===== config.mk =====
export PLATFORM = sky130hd
export DESIGN_NAME = bar_sizing
export DESIGN_NICKNAME = d
export VERILOG_FILES = /design/src/rtl/bar_pkg.sv /design/src/rtl/bar_probe_detect.sv /design/src/rtl/bar_readback_mask.sv /design/src/rtl/bar_life_fsm.sv /design/src/rtl/bar_sizing.sv
export SDC_FILE = /design/constraint.sdc
export NUM_CORES = 1
export LEC_CHECK = 0
export BUFFER_PORTS_ARGS = -buffer_cell sky130_fd_sc_hd__buf_4
export CORE_ASPECT_RATIO = 0.75
export CORE_MARGIN = 3
export CORE_UTILIZATION = 51
export CTS_CLUSTER_SIZE = 8
export DETAILED_ROUTE_END_ITERATION = 8
export PLACE_DENSITY = 0.84
export SLEW_MARGIN = 20
export SYNTH_ARGS = -nofsm -noshare
export SYNTH_HDL_FRONTEND = slang
export SYNTH_SLANG_ARGS = --single-unit

===== constraint.sdc =====
create_clock -name clk -period 1.4 [get_ports clk]
set_input_delay 0.21 -clock clk [delete_from_list [all_inputs] [get_ports clk]]
set_output_delay 0.21 -clock clk [all_outputs]
set_load 0.05 [all_outputs]

===== src/rtl/bar_pkg.sv =====
package bar_pkg;

    localparam int unsigned DATA_W = 32;
    localparam int unsigned TYPE_W = 4;

    typedef enum logic [1:0] {
        ST_BLANK      = 2'd0,
        ST_PROBED     = 2'd1,
        ST_MEM_MAPPED = 2'd2,
        ST_IO_MAPPED  = 2'd3
    } bar_state_e;

endpackage


===== src/rtl/bar_probe_detect.sv =====
module bar_probe_detect
    import bar_pkg::*;
(
    input  logic [DATA_W-1:0] wdata,
    output logic              is_probe
);
    logic all_zero;
    logic all_one;

    always_comb begin
        all_zero = (wdata == '0);
        all_one  = (wdata == '1);
        is_probe = all_zero | all_one;
    end
endmodule


===== src/rtl/bar_readback_mask.sv =====
module bar_readback_mask
    import bar_pkg::*;
#(
    parameter int unsigned WIN_LOG2 = 8
)(
    input  logic              is_io,
    input  logic [TYPE_W-1:0] type_code,
    input  logic [DATA_W-1:0] wdata,
    output logic [DATA_W-1:0] rb_value,
    output logic [DATA_W-1:0] base_value
);
    localparam int unsigned MEM_LOG2 = (WIN_LOG2 < 4) ? 4 : WIN_LOG2;
    localparam int unsigned IO_LOG2  = (WIN_LOG2 < 2) ? 2 : WIN_LOG2;
    localparam logic [DATA_W-1:0] MEM_KEEP = ~((DATA_W'(1) << MEM_LOG2) - DATA_W'(1));
    localparam logic [DATA_W-1:0] IO_KEEP  = ~((DATA_W'(1) << IO_LOG2) - DATA_W'(1));
    localparam logic [DATA_W-1:0] MEM_BASE_KEEP = ~DATA_W'(32'hF);
    localparam logic [DATA_W-1:0] IO_BASE_KEEP  = ~DATA_W'(32'h3);

    always_comb begin
        base_value = is_io ? (wdata & IO_BASE_KEEP) : (wdata & MEM_BASE_KEEP);
    end

    generate
        if (WIN_LOG2 == 0) begin : g_plain
            always_comb begin
                rb_value = wdata;
            end
        end else begin : g_sized
            always_comb begin
                if (is_io) begin
                    rb_value = (wdata & IO_KEEP) | DATA_W'(1);
                end else begin
                    rb_value = (wdata & MEM_KEEP) | DATA_W'(type_code);
                end
            end
        end
    endgenerate
endmodule


===== src/rtl/bar_life_fsm.sv =====
module bar_life_fsm
    import bar_pkg::*;
#(
    parameter bit SIZED = 1'b1
)(
    input  logic clk,
    input  logic rst_n,
    input  logic wr,
    input  logic is_probe,
    input  logic is_io,
    output logic load_base,
    output logic mem_en,
    output logic io_en
);
    bar_state_e state_q;
    bar_state_e state_d;

    always_ff @(posedge clk or negedge rst_n) begin
        if (!rst_n) begin
            state_q <= ST_BLANK;
        end else begin
            state_q <= state_d;
        end
    end

    always_comb begin
        state_d = state_q;
        unique case (state_q)
            ST_BLANK, ST_PROBED: begin
                if (wr && SIZED) begin
                    if (is_probe) begin
                        state_d = ST_PROBED;
                    end else if (is_io) begin
                        state_d = ST_IO_MAPPED;
                    end else begin
                        state_d = ST_MEM_MAPPED;
                    end
                end
            end
            ST_MEM_MAPPED: state_d = ST_MEM_MAPPED;
            ST_IO_MAPPED:  state_d = ST_IO_MAPPED;
            default:       state_d = ST_BLANK;
        endcase
    end

    always_comb begin
        load_base = wr && SIZED && !is_probe;
        mem_en    = (state_q == ST_MEM_MAPPED);
        io_en     = (state_q == ST_IO_MAPPED);
    end
endmodule


===== src/rtl/bar_sizing.sv =====
module bar_sizing
    import bar_pkg::*;
#(
    parameter int unsigned WIN_LOG2 = 8
)(
    input  logic        clk,
    input  logic        rst_n,
    input  logic        cfg_wr,
    input  logic [31:0] cfg_wdata,
    input  logic [3:0]  type_code,
    output logic [31:0] rd_value,
    output logic [31:0] base_addr,
    output logic        mem_en,
    output logic        io_en
);
    localparam bit SIZED = (WIN_LOG2 != 0);

    logic              is_io;
    logic              is_probe;
    logic              load_base;
    logic [DATA_W-1:0] rb_next;
    logic [DATA_W-1:0] base_next;
    logic [DATA_W-1:0] rd_q;
    logic [DATA_W-1:0] base_q;

    assign is_io = type_code[0];

    bar_probe_detect u_probe (
        .wdata    (cfg_wdata),
        .is_probe (is_probe)
    );

    bar_readback_mask #(.WIN_LOG2(WIN_LOG2)) u_mask (
        .is_io      (is_io),
        .type_code  (type_code),
        .wdata      (cfg_wdata),
        .rb_value   (rb_next),
        .base_value (base_next)
    );

    bar_life_fsm #(.SIZED(SIZED)) u_fsm (
        .clk       (clk),
        .rst_n     (rst_n),
        .wr        (cfg_wr),
        .is_probe  (is_probe),
        .is_io     (is_io),
        .load_base (load_base),
        .mem_en    (mem_en),
        .io_en     (io_en)
    );

    always_ff @(posedge clk or negedge rst_n) begin
        if (!rst_n) begin
            rd_q   <= '0;
            base_q <= '0;
        end else begin
            if (cfg_wr) begin
                rd_q <= rb_next;
            end
            if (load_base) begin
                base_q <= base_next;
            end
        end
    end

    assign rd_value  = rd_q;
    assign base_addr = base_q;
endmodule


=== Word-level counts from Yosys, hierarchy flattened ===
Index checks and enable logic that the tools add are counted.

* Flip-flop bits (word level): 66
* Input port bits: 39
* Logic and storage cells: 21

* Equality and inequality tests: 5
* Multiplexer cells: 6
* Bitwise gates (word level): 2
* Reductions and logical operators: 5

{| class="wikitable"
|+ Operator list
! cell !! number
|-
| $eq 32x32->1 const B || 1
|-
| $logic_not 32->1 || 1
|-
| $mux 32 || 1
|-
| $or 32x4->32 || 1
|-
| $pmux 2 s3 || 1
|-
| $eq 2x2->1 const B || 2
|-
| $mux 2 || 2
|-
| $mux 4 || 1
|-
| $eq 2x1->1 const B || 1
|-
| $logic_not 2->1 || 1
|-
| $ne 2x2->1 const B || 1
|-
| $reduce_or 2->1 || 1
|-
| $logic_and 1x1->1 || 1
|-
| $logic_not 1->1 || 1
|-
| $mux 1 || 1
|-
| $or 1x1->1 || 1
|}

=== Logic depth before layout (Yosys ltp) ===
* Depth in word-level cells: 5
* Depth in mapped cells: 6
* Mapped depth without buffers: 5

=== Hierarchy ===
Synthesis repeated with hierarchy kept, for this count alone.

* Cell total of the unflattened synthesis: 232
* Area, all modules: 3415.8 µm²

{| class="wikitable"
|+ By module, submodules not included
! module !! instances !! cells an instance !! area each (µm²) !! sequential area each (µm²)
|-
| bar_sizing || 1 || 136 || 2690.1 || 1601.5
|-
| bar_readback_mask || 1 || 65 || 476.7 || 0.0
|-
| bar_probe_detect || 1 || 21 || 140.1 || 0.0
|-
| bar_life_fsm || 1 || 10 || 108.9 || 50.0
|}

=== Worst setup path after synthesis ===
No wires, ideal clock.

* Path kind: input-to-reg
* Start point: in cfg_wdata[24]
* End point: reg base_q[10], in the netlist base_addr[10]
* Setup time: 125 ps
* Arrival: 1274 ps
* Data required time: 1275 ps
* Path slack: 1 ps
* Stages on the path: 6
* Buffers on the path: 1
* Cell sequence: nor4_1 -> nand4_1 -> o21ai_1 -> a21oi_2 -> buf_6 -> mux2_4

* Cells in the longest elaborated chain, start to end: 4
* Elaborated cells between the ends (all ways): 5

{| class="wikitable"
|+ RTL lines
! what !! line !! source
|-
| start, declared || bar_sizing.sv:9 || <nowiki>input logic [31:0] cfg_wdata,</nowiki>
|-
| $eq 32x32->1 / $logic_not 32->1 (equally long branches) || bar_probe_detect.sv:12, bar_probe_detect.sv:11 ||
|-
| $or 1x1->1 * || bar_probe_detect.sv:13 || <nowiki>is_probe = all_zero | all_one;</nowiki>
|-
| $logic_not 1->1 * || bar_life_fsm.sv:47 || <nowiki>load_base = wr && SIZED && !is_probe;</nowiki>
|-
| $logic_and 1x1->1 * || bar_life_fsm.sv:47 ||
|-
| end signal, assigned || bar_sizing.sv:61 || <nowiki>base_q <= base_next;</nowiki>
|-
| end, declared || bar_sizing.sv:24 || <nowiki>logic [DATA_W-1:0] base_q;</nowiki>
|}

Mark *: on every way between the ends. The rest lies on a longest branch, timed or not.
A chain may end at the register's enable or synchronous reset.

=== Worst setup path in the final report ===
* Start point: in cfg_wdata[23]
* End point: reg base_q[20], in the netlist base_addr[20]

Same word-level chain as after synthesis.

==> impl_metrics.ini <==
[drt]
ant_nets = 0
drc = 0
wl_um = 6908
via_per_inst = 5.245
routedWlPerCell_um = 18.62
first_pass_iters = 4
drt_iter0_markers = 71
vias = 1946

[grt]
grt_pass1_vias = 2031
grt_pass1_wl_um = 10710
grt.total_usage_pct = 24.96
antenna_found_initial = 0
grt_overflow_total = 0
grt_use_met3_pct = 7.561
grt_max_degree = 33
grt_use_met1_pct = 31.93
top_usage_layer = met2
grt_util_met2_pct = 40.04

[critical_path]
worst_setup_path_start_kind = primary input
cp_cell_sequence = buf_4 -> buf_4 -> nand4_1 -> nor4_2 -> a21oi_4 -> clkbuf_16 -> mux2_4
crit_buf_inv = 3
cp_top_family = simple AND/OR/NAND/NOR gates
cp_slowest_cell = nor4_2
criticalPathCategory = primary input to flop
crit_top_cell = buf_4
critPathMaxStageDelay_ns = 0.41
cp_max_fo = 7
cp.arrival_ns = 1.64
required_ns = 1.62
critPathCaptureType = flop

[pwr]
p_clk_share_pct = 26.6
p_sw_share_pct = 35.16
p_leak_nw = 1.928
comb_power_share_pct = 32.1
power.share.sequential_pct = 41.3
power.net_switching_w = 0.001712
peakVddDrop_v = 0.0009165
power.density_mw_per_mm2 = 1230
p_int_w = 0.003156

[logic_synthesis]
synth-edff-count = 0
ys_types = 21
synthCells = 171
async_flop_share_pct = 100.0
synth.largest_area_cell = dfrtp_1
synth.avg_cell_area_um2 = 14.99
ys_warn_count = 0
ys.flop_type = dfrtp_1
synthTopCellsByArea = dfrtp_1, mux2_4, mux2_2
synth_top_area_share_pct = 58.59
yosysSeqAreaShare_pct = 58.59
synthesis.area_mm2 = 0.002562
synth_seq_cells = 60

[final_layout]
antenna_cells = 0
final_nets = 350
stdcell_count = 371
syn_to_final_growth_pct = 54.39
final_area_mm2 = 0.003956
drive_gt1_share_pct = 67.83

[cts]
clock_latency_ns = 0.33
cts_buffers = 9
cts_max_level = 3
cts_tree = done
cts-root-buf = clkbuf_8
clk_pin_slew_ns = 0.06
clkSinkCount = 60
cts_buffer_depth = 2

[worst_hold_path]
hp-class = primary input to flop

[floorplan]
row_count = 21
die_y_um = 67.39
die_w_um = 87.85
initial_core_util_pct = 55.10
core_area_mm2 = 0.004651
die_area_mm2 = 0.005920
ios = 105

[timing]
min_period_ns = 1.418
max_freq_mhz = 705.4
fin_crit_sh_pct = 101.3
fin_ws_ns = -0.01770
drv_slew = 0
hold_violations = 0
rsz0062_at_grt = yes
setup_viol = 23
finClkSkew_ns = 0.005207

[status]
violations = negative setup slack
status = complete, but fails checks

[place]
io_buffers = 98
placed_cell_area_mm2 = 0.003617
placed_cells = 355
gp_congestion = 0.7677
dp_hpwl_um = 4739

[job]
cap_violations = 0
-- stage by stage --
stage	utilization, %	TNS [ns]	total power, W	worst slack (ns)	hold WS, ns
after floorplan	-	0	0.002960	0.0007553	-0.08559
after global placement	77.78	-16.92	0.003511	-0.5537	0.05915
after detailed placement	77.78	-16.63	0.003538	-0.5521	0.06050
after CTS	83.62	0	0.004872	0.004900	0.1044
after global routing	85.07	-0.9360	0.005074	-0.04566	0.1233
final	85.07	-0.2038	0.004868	-0.01770	0.1278
-- routing by layer --
metal	part of all wire, %	vias up
met4	0.94	0
met5	0	-
met2	48	77
li1	-	893
met1	44	967
met3	6.9	9
-- power by group through the flow --
stage	Clock [W]	Combinational, W	Sequential, W
after floorplan	0	0.000350	0.00261
after global placement	0	0.00148	0.00203
after detailed placement	0	0.00150	0.00203
after CTS	0.00132	0.00154	0.00201
after global routing	0.00142	0.00163	0.00203
final	0.00130	0.00156	0.00201
-- cells in the mapped netlist, drive strengths merged (2+ instances only) --
cell type and count:
mux2i 2, dfrtp 60, inv 6, a21oi 3
nand2 2, nor2 2, clkbuf 4, nor4 10
nand3b 3, o21ai 4, nand4 10, mux2 53
buf 9
-- area by class of cell --
class / count / area [µm²]
clock inverter: 3 / 15.01
timing repair buffer: 137 / 1140
clock buffer: 11 / 141.4
multi-input combinational: 97 / 1065
tap: 57 / 71.32
inverter: 6 / 22.52
fill: 229 / 694.4
sequential: 60 / 1501
-- sequential cells by signal (all words and copies together), names as in the netlist, named ones only --
signal	flops
u_fsm.state_q	1
rd_value	28
base_addr	30
-- repair_timing --
item                                   4_1_cts  5_1_grt
endpoints found under the hold margin       60        0
setup endpoints to repair                   31       31
cloned                                       1        1
pin swaps                                    5        3
hold buffers                                 1        0
setup buffers                                1        0
resized for setup                           15        8
-- worst min-delay path, stage by stage --
cell and delay, ns:
buf_4 0.08, nand3b_1 0.06, o21ai_0 0.06
-- cells in the final DEF, fill, tap and decap left out, drive strengths merged --
| master | count |
|---|---|
| o21ai | 4 |
| inv | 6 |
| nand3b | 3 |
| nand2 | 2 |
| nand4 | 10 |
| nor2 | 2 |
| or2 | 1 |
| and2 | 1 |
| clkbuf | 12 |
| mux2i | 2 |
| a21oi | 3 |
| nor4 | 10 |
| clkinv | 3 |
| conb | 6 |
| mux2 | 53 |
| buf | 135 |
| dfrtp | 60 |
| dlygate4sd3 | 1 |
-- cell families after synthesis --
group	share of synthesized area, %
multiplexers	27.88
buffers and inverters	4.541
AND/OR/NAND/NOR	7.325
flip-flops	58.59
AO/OA/AOI/OAI	1.513
other	0.1463
-- final timing paths --
check	startpoint	endpoint	slack, ns	cells past startpoint
worst max-delay path	cfg_wdata[23]	base_addr[20]	-0.02	7
worst min-delay path	type_code[1]	rd_value[1]	0.13	3
worst max register to register	u_fsm.state_q[1]	u_fsm.state_q[1]	0.57	1
worst min register to register	rd_value[30]	rd_value[30]	0.51	1
max in group asynchronous	rst_n	base_addr[6]	0.66	3
min in group asynchronous	rst_n	rd_value[2]	0.26	2
Note: power is estimated with default switching activity, not from simulation.
